$ cat src/rtl/pps_khz_pkg.sv
package pps_khz_pkg;

    typedef enum logic [1:0] {
        ST_WAIT   = 2'd0,
        ST_LOCKED = 2'd1,
        ST_HOLD   = 2'd2
    } sync_state_t;

endpackage

$ cat src/rtl/pps_khz_timebase.sv
module pps_khz_timebase #(
    parameter int CLK_PER_MS  = 10000,
    parameter int MS_PER_SEC  = 1000,
    parameter int SEC_PER_MIN = 60,
    localparam int CYC_W = $clog2(CLK_PER_MS),
    localparam int MS_W  = $clog2(MS_PER_SEC),
    localparam int SEC_W = $clog2(SEC_PER_MIN)
) (
    input  logic             clk,
    input  logic             rst_n,
    input  logic             run_i,
    input  logic             load_i,
    input  logic             minute_mark_i,
    output logic [CYC_W-1:0] cyc_cnt_o,
    output logic [MS_W-1:0]  ms_cnt_o,
    output logic [SEC_W-1:0] sec_cnt_o,
    output logic             tick_o,
    output logic             min_top_o
);

    localparam logic [CYC_W-1:0] CYC_LAST = CYC_W'(CLK_PER_MS - 1);
    localparam logic [MS_W-1:0]  MS_LAST  = MS_W'(MS_PER_SEC - 1);
    localparam logic [SEC_W-1:0] SEC_LAST = SEC_W'(SEC_PER_MIN - 1);

    logic             ms_end;
    logic             wrap;
    logic             min_known_q;
    logic [SEC_W-1:0] sec_nxt;

    assign ms_end = run_i && (cyc_cnt_o == CYC_LAST);
    assign wrap   = ms_end && (ms_cnt_o == MS_LAST);
    assign tick_o = load_i || wrap;

    always_comb begin
        if (load_i && minute_mark_i) begin
            sec_nxt = '0;
        end else if (sec_cnt_o == SEC_LAST) begin
            sec_nxt = '0;
        end else begin
            sec_nxt = sec_cnt_o + 1'b1;
        end
    end

    assign min_top_o = tick_o &&
                       ((load_i && minute_mark_i) || (min_known_q && sec_cnt_o == SEC_LAST));

    always_ff @(posedge clk or negedge rst_n) begin
        if (!rst_n) begin
            cyc_cnt_o   <= '0;
            ms_cnt_o    <= '0;
            sec_cnt_o   <= '0;
            min_known_q <= 1'b0;
        end else begin
            if (load_i) begin
                cyc_cnt_o <= '0;
                ms_cnt_o  <= '0;
            end else if (run_i) begin
                if (ms_end) begin
                    cyc_cnt_o <= '0;
                    ms_cnt_o  <= wrap ? '0 : ms_cnt_o + 1'b1;
                end else begin
                    cyc_cnt_o <= cyc_cnt_o + 1'b1;
                end
            end
            if (tick_o) begin
                sec_cnt_o <= sec_nxt;
            end
            if (load_i && minute_mark_i) begin
                min_known_q <= 1'b1;
            end
        end
    end

endmodule

$ cat src/rtl/pps_khz_ctrl.sv
module pps_khz_ctrl
    import pps_khz_pkg::*;
#(
    parameter int CLK_PER_MS = 10000,
    parameter int MS_PER_SEC = 1000,
    parameter int PPS_MS     = 50,
    localparam int CYC_W = $clog2(CLK_PER_MS),
    localparam int MS_W  = $clog2(MS_PER_SEC),
    localparam int HALF  = CLK_PER_MS / 2
) (
    input  logic             clk,
    input  logic             rst_n,
    input  logic             mark_i,
    input  logic             sync_ok_i,
    input  logic             time_valid_i,
    input  logic             cfg_every_sec_i,
    input  logic             cfg_always_i,
    input  logic             tick_i,
    input  logic             min_top_i,
    input  logic [CYC_W-1:0] cyc_cnt_i,
    input  logic [MS_W-1:0]  ms_cnt_i,
    output sync_state_t      state_o,
    output logic             run_o,
    output logic             load_o,
    output logic             pps_o,
    output logic             khz_n_o,
    output logic             str_start_o
);

    sync_state_t state_q, state_d;
    logic        accept;
    logic        gate_ok;
    logic        cadence_ok;
    logic        strobe_q;

    assign accept = mark_i && sync_ok_i;

    always_comb begin
        state_d = state_q;
        unique case (state_q)
            ST_WAIT:   if (accept)     state_d = ST_LOCKED;
            ST_LOCKED: if (!sync_ok_i) state_d = ST_HOLD;
            ST_HOLD:   if (accept)     state_d = ST_LOCKED;
            default:                   state_d = ST_WAIT;
        endcase
    end

    always_comb begin
        cadence_ok = cfg_every_sec_i || min_top_i;
        if (cfg_always_i) begin
            gate_ok = time_valid_i;
        end else begin
            gate_ok = (state_q == ST_LOCKED && sync_ok_i) || accept;
        end
    end

    always_ff @(posedge clk or negedge rst_n) begin
        if (!rst_n) begin
            state_q  <= ST_WAIT;
            strobe_q <= 1'b0;
        end else begin
            state_q  <= state_d;
            strobe_q <= tick_i && gate_ok && cadence_ok;
        end
    end

    always_comb begin
        state_o     = state_q;
        load_o      = accept;
        run_o       = (state_q != ST_WAIT);
        str_start_o = strobe_q;
        if (state_q == ST_WAIT) begin
            pps_o   = 1'b0;
            khz_n_o = 1'b1;
        end else begin
            pps_o   = (ms_cnt_i < MS_W'(PPS_MS));
            khz_n_o = (cyc_cnt_i >= CYC_W'(HALF));
        end
    end

endmodule

$ cat src/rtl/pps_khz_gen.sv
module pps_khz_gen
    import pps_khz_pkg::*;
#(
    parameter int CLK_PER_MS  = 10000,
    parameter int MS_PER_SEC  = 1000,
    parameter int PPS_MS      = 50,
    parameter int SEC_PER_MIN = 60
) (
    input  logic clk,
    input  logic rst_n,
    input  logic mark_i,
    input  logic minute_mark_i,
    input  logic sync_ok_i,
    input  logic time_valid_i,
    input  logic cfg_every_sec_i,
    input  logic cfg_always_i,
    output logic pps_o,
    output logic khz_n_o,
    output logic str_start_o
);

    localparam int CYC_W = $clog2(CLK_PER_MS);
    localparam int MS_W  = $clog2(MS_PER_SEC);
    localparam int SEC_W = $clog2(SEC_PER_MIN);

    sync_state_t      st;
    logic             run;
    logic             load;
    logic             tick;
    logic             min_top;
    logic [CYC_W-1:0] cyc_cnt;
    logic [MS_W-1:0]  ms_cnt;
    logic [SEC_W-1:0] sec_cnt;

    pps_khz_timebase #(
        .CLK_PER_MS (CLK_PER_MS),
        .MS_PER_SEC (MS_PER_SEC),
        .SEC_PER_MIN(SEC_PER_MIN)
    ) u_tb (
        .clk          (clk),
        .rst_n        (rst_n),
        .run_i        (run),
        .load_i       (load),
        .minute_mark_i(minute_mark_i),
        .cyc_cnt_o    (cyc_cnt),
        .ms_cnt_o     (ms_cnt),
        .sec_cnt_o    (sec_cnt),
        .tick_o       (tick),
        .min_top_o    (min_top)
    );

    pps_khz_ctrl #(
        .CLK_PER_MS(CLK_PER_MS),
        .MS_PER_SEC(MS_PER_SEC),
        .PPS_MS    (PPS_MS)
    ) u_ctl (
        .clk            (clk),
        .rst_n          (rst_n),
        .mark_i         (mark_i),
        .sync_ok_i      (sync_ok_i),
        .time_valid_i   (time_valid_i),
        .cfg_every_sec_i(cfg_every_sec_i),
        .cfg_always_i   (cfg_always_i),
        .tick_i         (tick),
        .min_top_i      (min_top),
        .cyc_cnt_i      (cyc_cnt),
        .ms_cnt_i       (ms_cnt),
        .state_o        (st),
        .run_o          (run),
        .load_o         (load),
        .pps_o          (pps_o),
        .khz_n_o        (khz_n_o),
        .str_start_o    (str_start_o)
    );

endmodule

$ cat config.mk
export PLATFORM = sky130hd
export DESIGN_NAME = pps_khz_gen
export DESIGN_NICKNAME = d
export VERILOG_FILES = /design/src/rtl/pps_khz_pkg.sv /design/src/rtl/pps_khz_timebase.sv /design/src/rtl/pps_khz_ctrl.sv /design/src/rtl/pps_khz_gen.sv
export SDC_FILE = /design/constraint.sdc
export NUM_CORES = 1
export LEC_CHECK = 0
export ABC_AREA = 1
export BUFFER_PORTS_ARGS = -buffer_cell sky130_fd_sc_hd__buf_2
export CORE_ASPECT_RATIO = 1.2
export CORE_MARGIN = 5
export CORE_UTILIZATION = 48
export CTS_CLUSTER_DIAMETER = 200
export CTS_CLUSTER_SIZE = 40
export DETAILED_ROUTE_END_ITERATION = 8
export PLACE_DENSITY = 0.68
export SYNTH_ARGS = -nofsm -noshare
export SYNTH_HDL_FRONTEND = slang
export SYNTH_SLANG_ARGS = --single-unit
$ cat constraint.sdc
create_clock -name clk -period 4.4 [get_ports clk]
set_input_delay 0.88 -clock clk [delete_from_list [all_inputs] [get_ports clk]]
set_output_delay 0.88 -clock clk [all_outputs]
set_load 0.05 [all_outputs]
==> metrics.txt <==
worst setup path category=flop to output pin; largest net degree at the start of global routing=35; share of post-route cells with drive strength above 1=between 10% and 20%; post-synthesis sequential area ratio=39.4%; Crit. End Element=output pin; most common cell after layout, fill and taps aside=nand2_1; global-route usage over all layers=16.7%; final worst-path cycle share=a little under three fifths; number of clock sinks=34; routability congestion estimate from global placement=0.844; mapped cell area=2160 um^2; routed vias/inst=4.98; first-pass GRT wire length=7.85 mm; dpl ws=2.29 ns; Synth Warn #=0; vias after detailed routing=1857; DIE HEIGHT=approximately 83 um; VDD IR-drop max=about 250 uV; clock slew at reported path FFs=0.08 ns; outcome=finished clean; Mapped Nets=around 320; post-cts gate resize count=0; WL/cell=12.1 um; #FFs+latches synth=34; n_diodes=0; die area=approximately 5900 um^2; cell count after synthesis=303; Slew Limit Fails=0; number of global-route vias before repair=1732; final WL=between 4 and 5 mm; hold_ws=approximately 0.48 ns; DR iter-0 viols=100; buffer count from post-CTS setup fixing=0; Worst-Margin Slew=0.761 ns; final setup fails=0; nets=328; PwrDens=355 nW/um^2; reg-to-reg critical path startpoint=u_tb.cyc_cnt_o[0]; Hold Crit Class=flop to flop; antenna violations before repair=0; GRT overflow=0; unrepaired setup endpoints after global routing=no; synthesis-to-finish area growth=7.88%; CP Max Fanout=5; Setup TNS Final=0 ns; First-pass DRT Iterations=4; Critical Path Start Type=flop; dpl hpwl=3.33 mm; Max-cap violations=0; slack of the critical path=1.96 ns; most frequent cells in the layout=nand2_1, nor2_1, inv_1; PortBufs=10; Pwr Total=0.827 mW; Max Root-Sink Buffers=2; worst hold start=u_tb.min_known_q; initial core utilization=50.3%; skew final=0.00986 ns; Clock Tree Root=clkbuf_8; TritonCTS Buffers=5; post-synth cell types=24; die width=71.2 um; leakage power=1.17 nW; worst setup path startpoint=u_tb.cyc_cnt_o[7]; Core Area=4290 um^2; WP data required=3.52 ns; fmax=0.410 GHz; number of buffers added to fix hold violations after cts=0; relative slew slack=49.3%; crit path DAT=1.56 ns; Hold Fails Final Rpt=0; fillcell total=about 430; Mean Syn Cell Area=about 7 um^2; post-route ant nets=0; worst skew pair latency=slightly below 0.3 ns; Rows=26; CTS tree=built; io pins=11; min Tclk post-route=2.44 ns; CTS H-tree depth=2; drc violations=0
==> cell families (layout without fill, tap and decap cells) <==
logic type / after synthesis / count (layout) / share of synthesized area (%)
adder cells (fa/ha/maj): 4 / 4 / 2.32
AO/OA/AOI/OAI: 27 / 27 / 7.71
XOR/XNOR: 5 / 5 / 2.03
buffers and inverters: 46 / 60 / 9.39
flip-flops: 34 / 34 / 39.4
AND/OR/NAND/NOR: 187 / 187 / 39.1
==> per-layer routing <==
metal / up-vias / GRT usage [%] / share of wire (%) / wire length [um]
met5: - / 0 / 0 / 0
met4: 0 / 7.52 / 1.7 / 76
met3: 8 / 4.10 / 2.3 / 106
met2: 23 / 28.3 / 51 / 2310
met1: 838 / 19.5 / 45 / 2040
li1: 988 / - / - / -
==> final timing paths <==
kind	endpoint	slack, ns	depth (start not counted)
max	khz_n_o	1.96	7
min	u_tb.min_known_q	0.48	1
max reg2reg	u_tb.cyc_cnt_o[8]	2.70	8
min reg2reg	u_tb.min_known_q	0.48	1
max in group asynchronous	u_tb.ms_cnt_o[0]	3.25	1
min in group asynchronous	u_tb.cyc_cnt_o[7]	0.65	1
==> synthesized netlist by cell type (all sizes together) <==
cell type  number  share of area (%)
nand2          88                 17
nor2           52                9.6
inv            42                7.3
dfrtp          34                 39
nand3          25                6.0
o21ai          15                4.5
a21oi           9                2.1
nand4           8                2.3
nor3            8                1.9
xor2            5                2.0
buf             4                2.1
ha              4                2.3
nand3b          3                1.0
a31oi           2               0.58
or2             2               0.58
and3            1               0.29
o2111a          1               0.52
==> worst max-delay path, stage by stage (launching register included) <==
cell and delay (ns):
dfrtp_1 0.43, nand2_1 0.09, inv_1 0.10, nand2_1 0.08, a21oi_1 0.14, o21ai_0 0.09, nand3_1 0.07, buf_2 0.26
==> layout make-up <==
cell class | instances | area [um^2] | share of cell area (%)
tap | 56 | 70.1 | 3.01
timing repair buffer | 10 | 50.0 | 2.15
clock buffer | 6 | 82.6 | 3.55
clock inverter | 2 | 12.5 | 0.537
sequential | 34 | 851 | 36.5
inverter | 42 | 158 | 6.77
multi-input combinational | 223 | 1100 | 47.4
==> flip-flops by register name, summed over array words and instances (netlist names) <==
register	cells
u_tb.sec_cnt_o	6
u_tb.min_known_q	1
u_tb.cyc_cnt_o	14
u_ctl.state_o	2
u_ctl.str_start_o	1
u_tb.ms_cnt_o	10
==> stage by stage <==
stage	utilization [%]	instance area, um^2	std cells
2_1_floorplan	-	2160	303
3_3_place_gp	52.0	2230	365
6_report	54.2	2330	373
5_1_grt	54.2	2330	373
4_1_cts	54.2	2330	373
3_5_place_dp	52.0	2230	365
==> power breakdown <==
part / switching, mW / internal [mW]
Sequential: 0.0392 / 0.350
Clock: 0.120 / 0.126
Combinational: 0.126 / 0.0658
No activity file was read; power rests on OpenSTA's default activity.
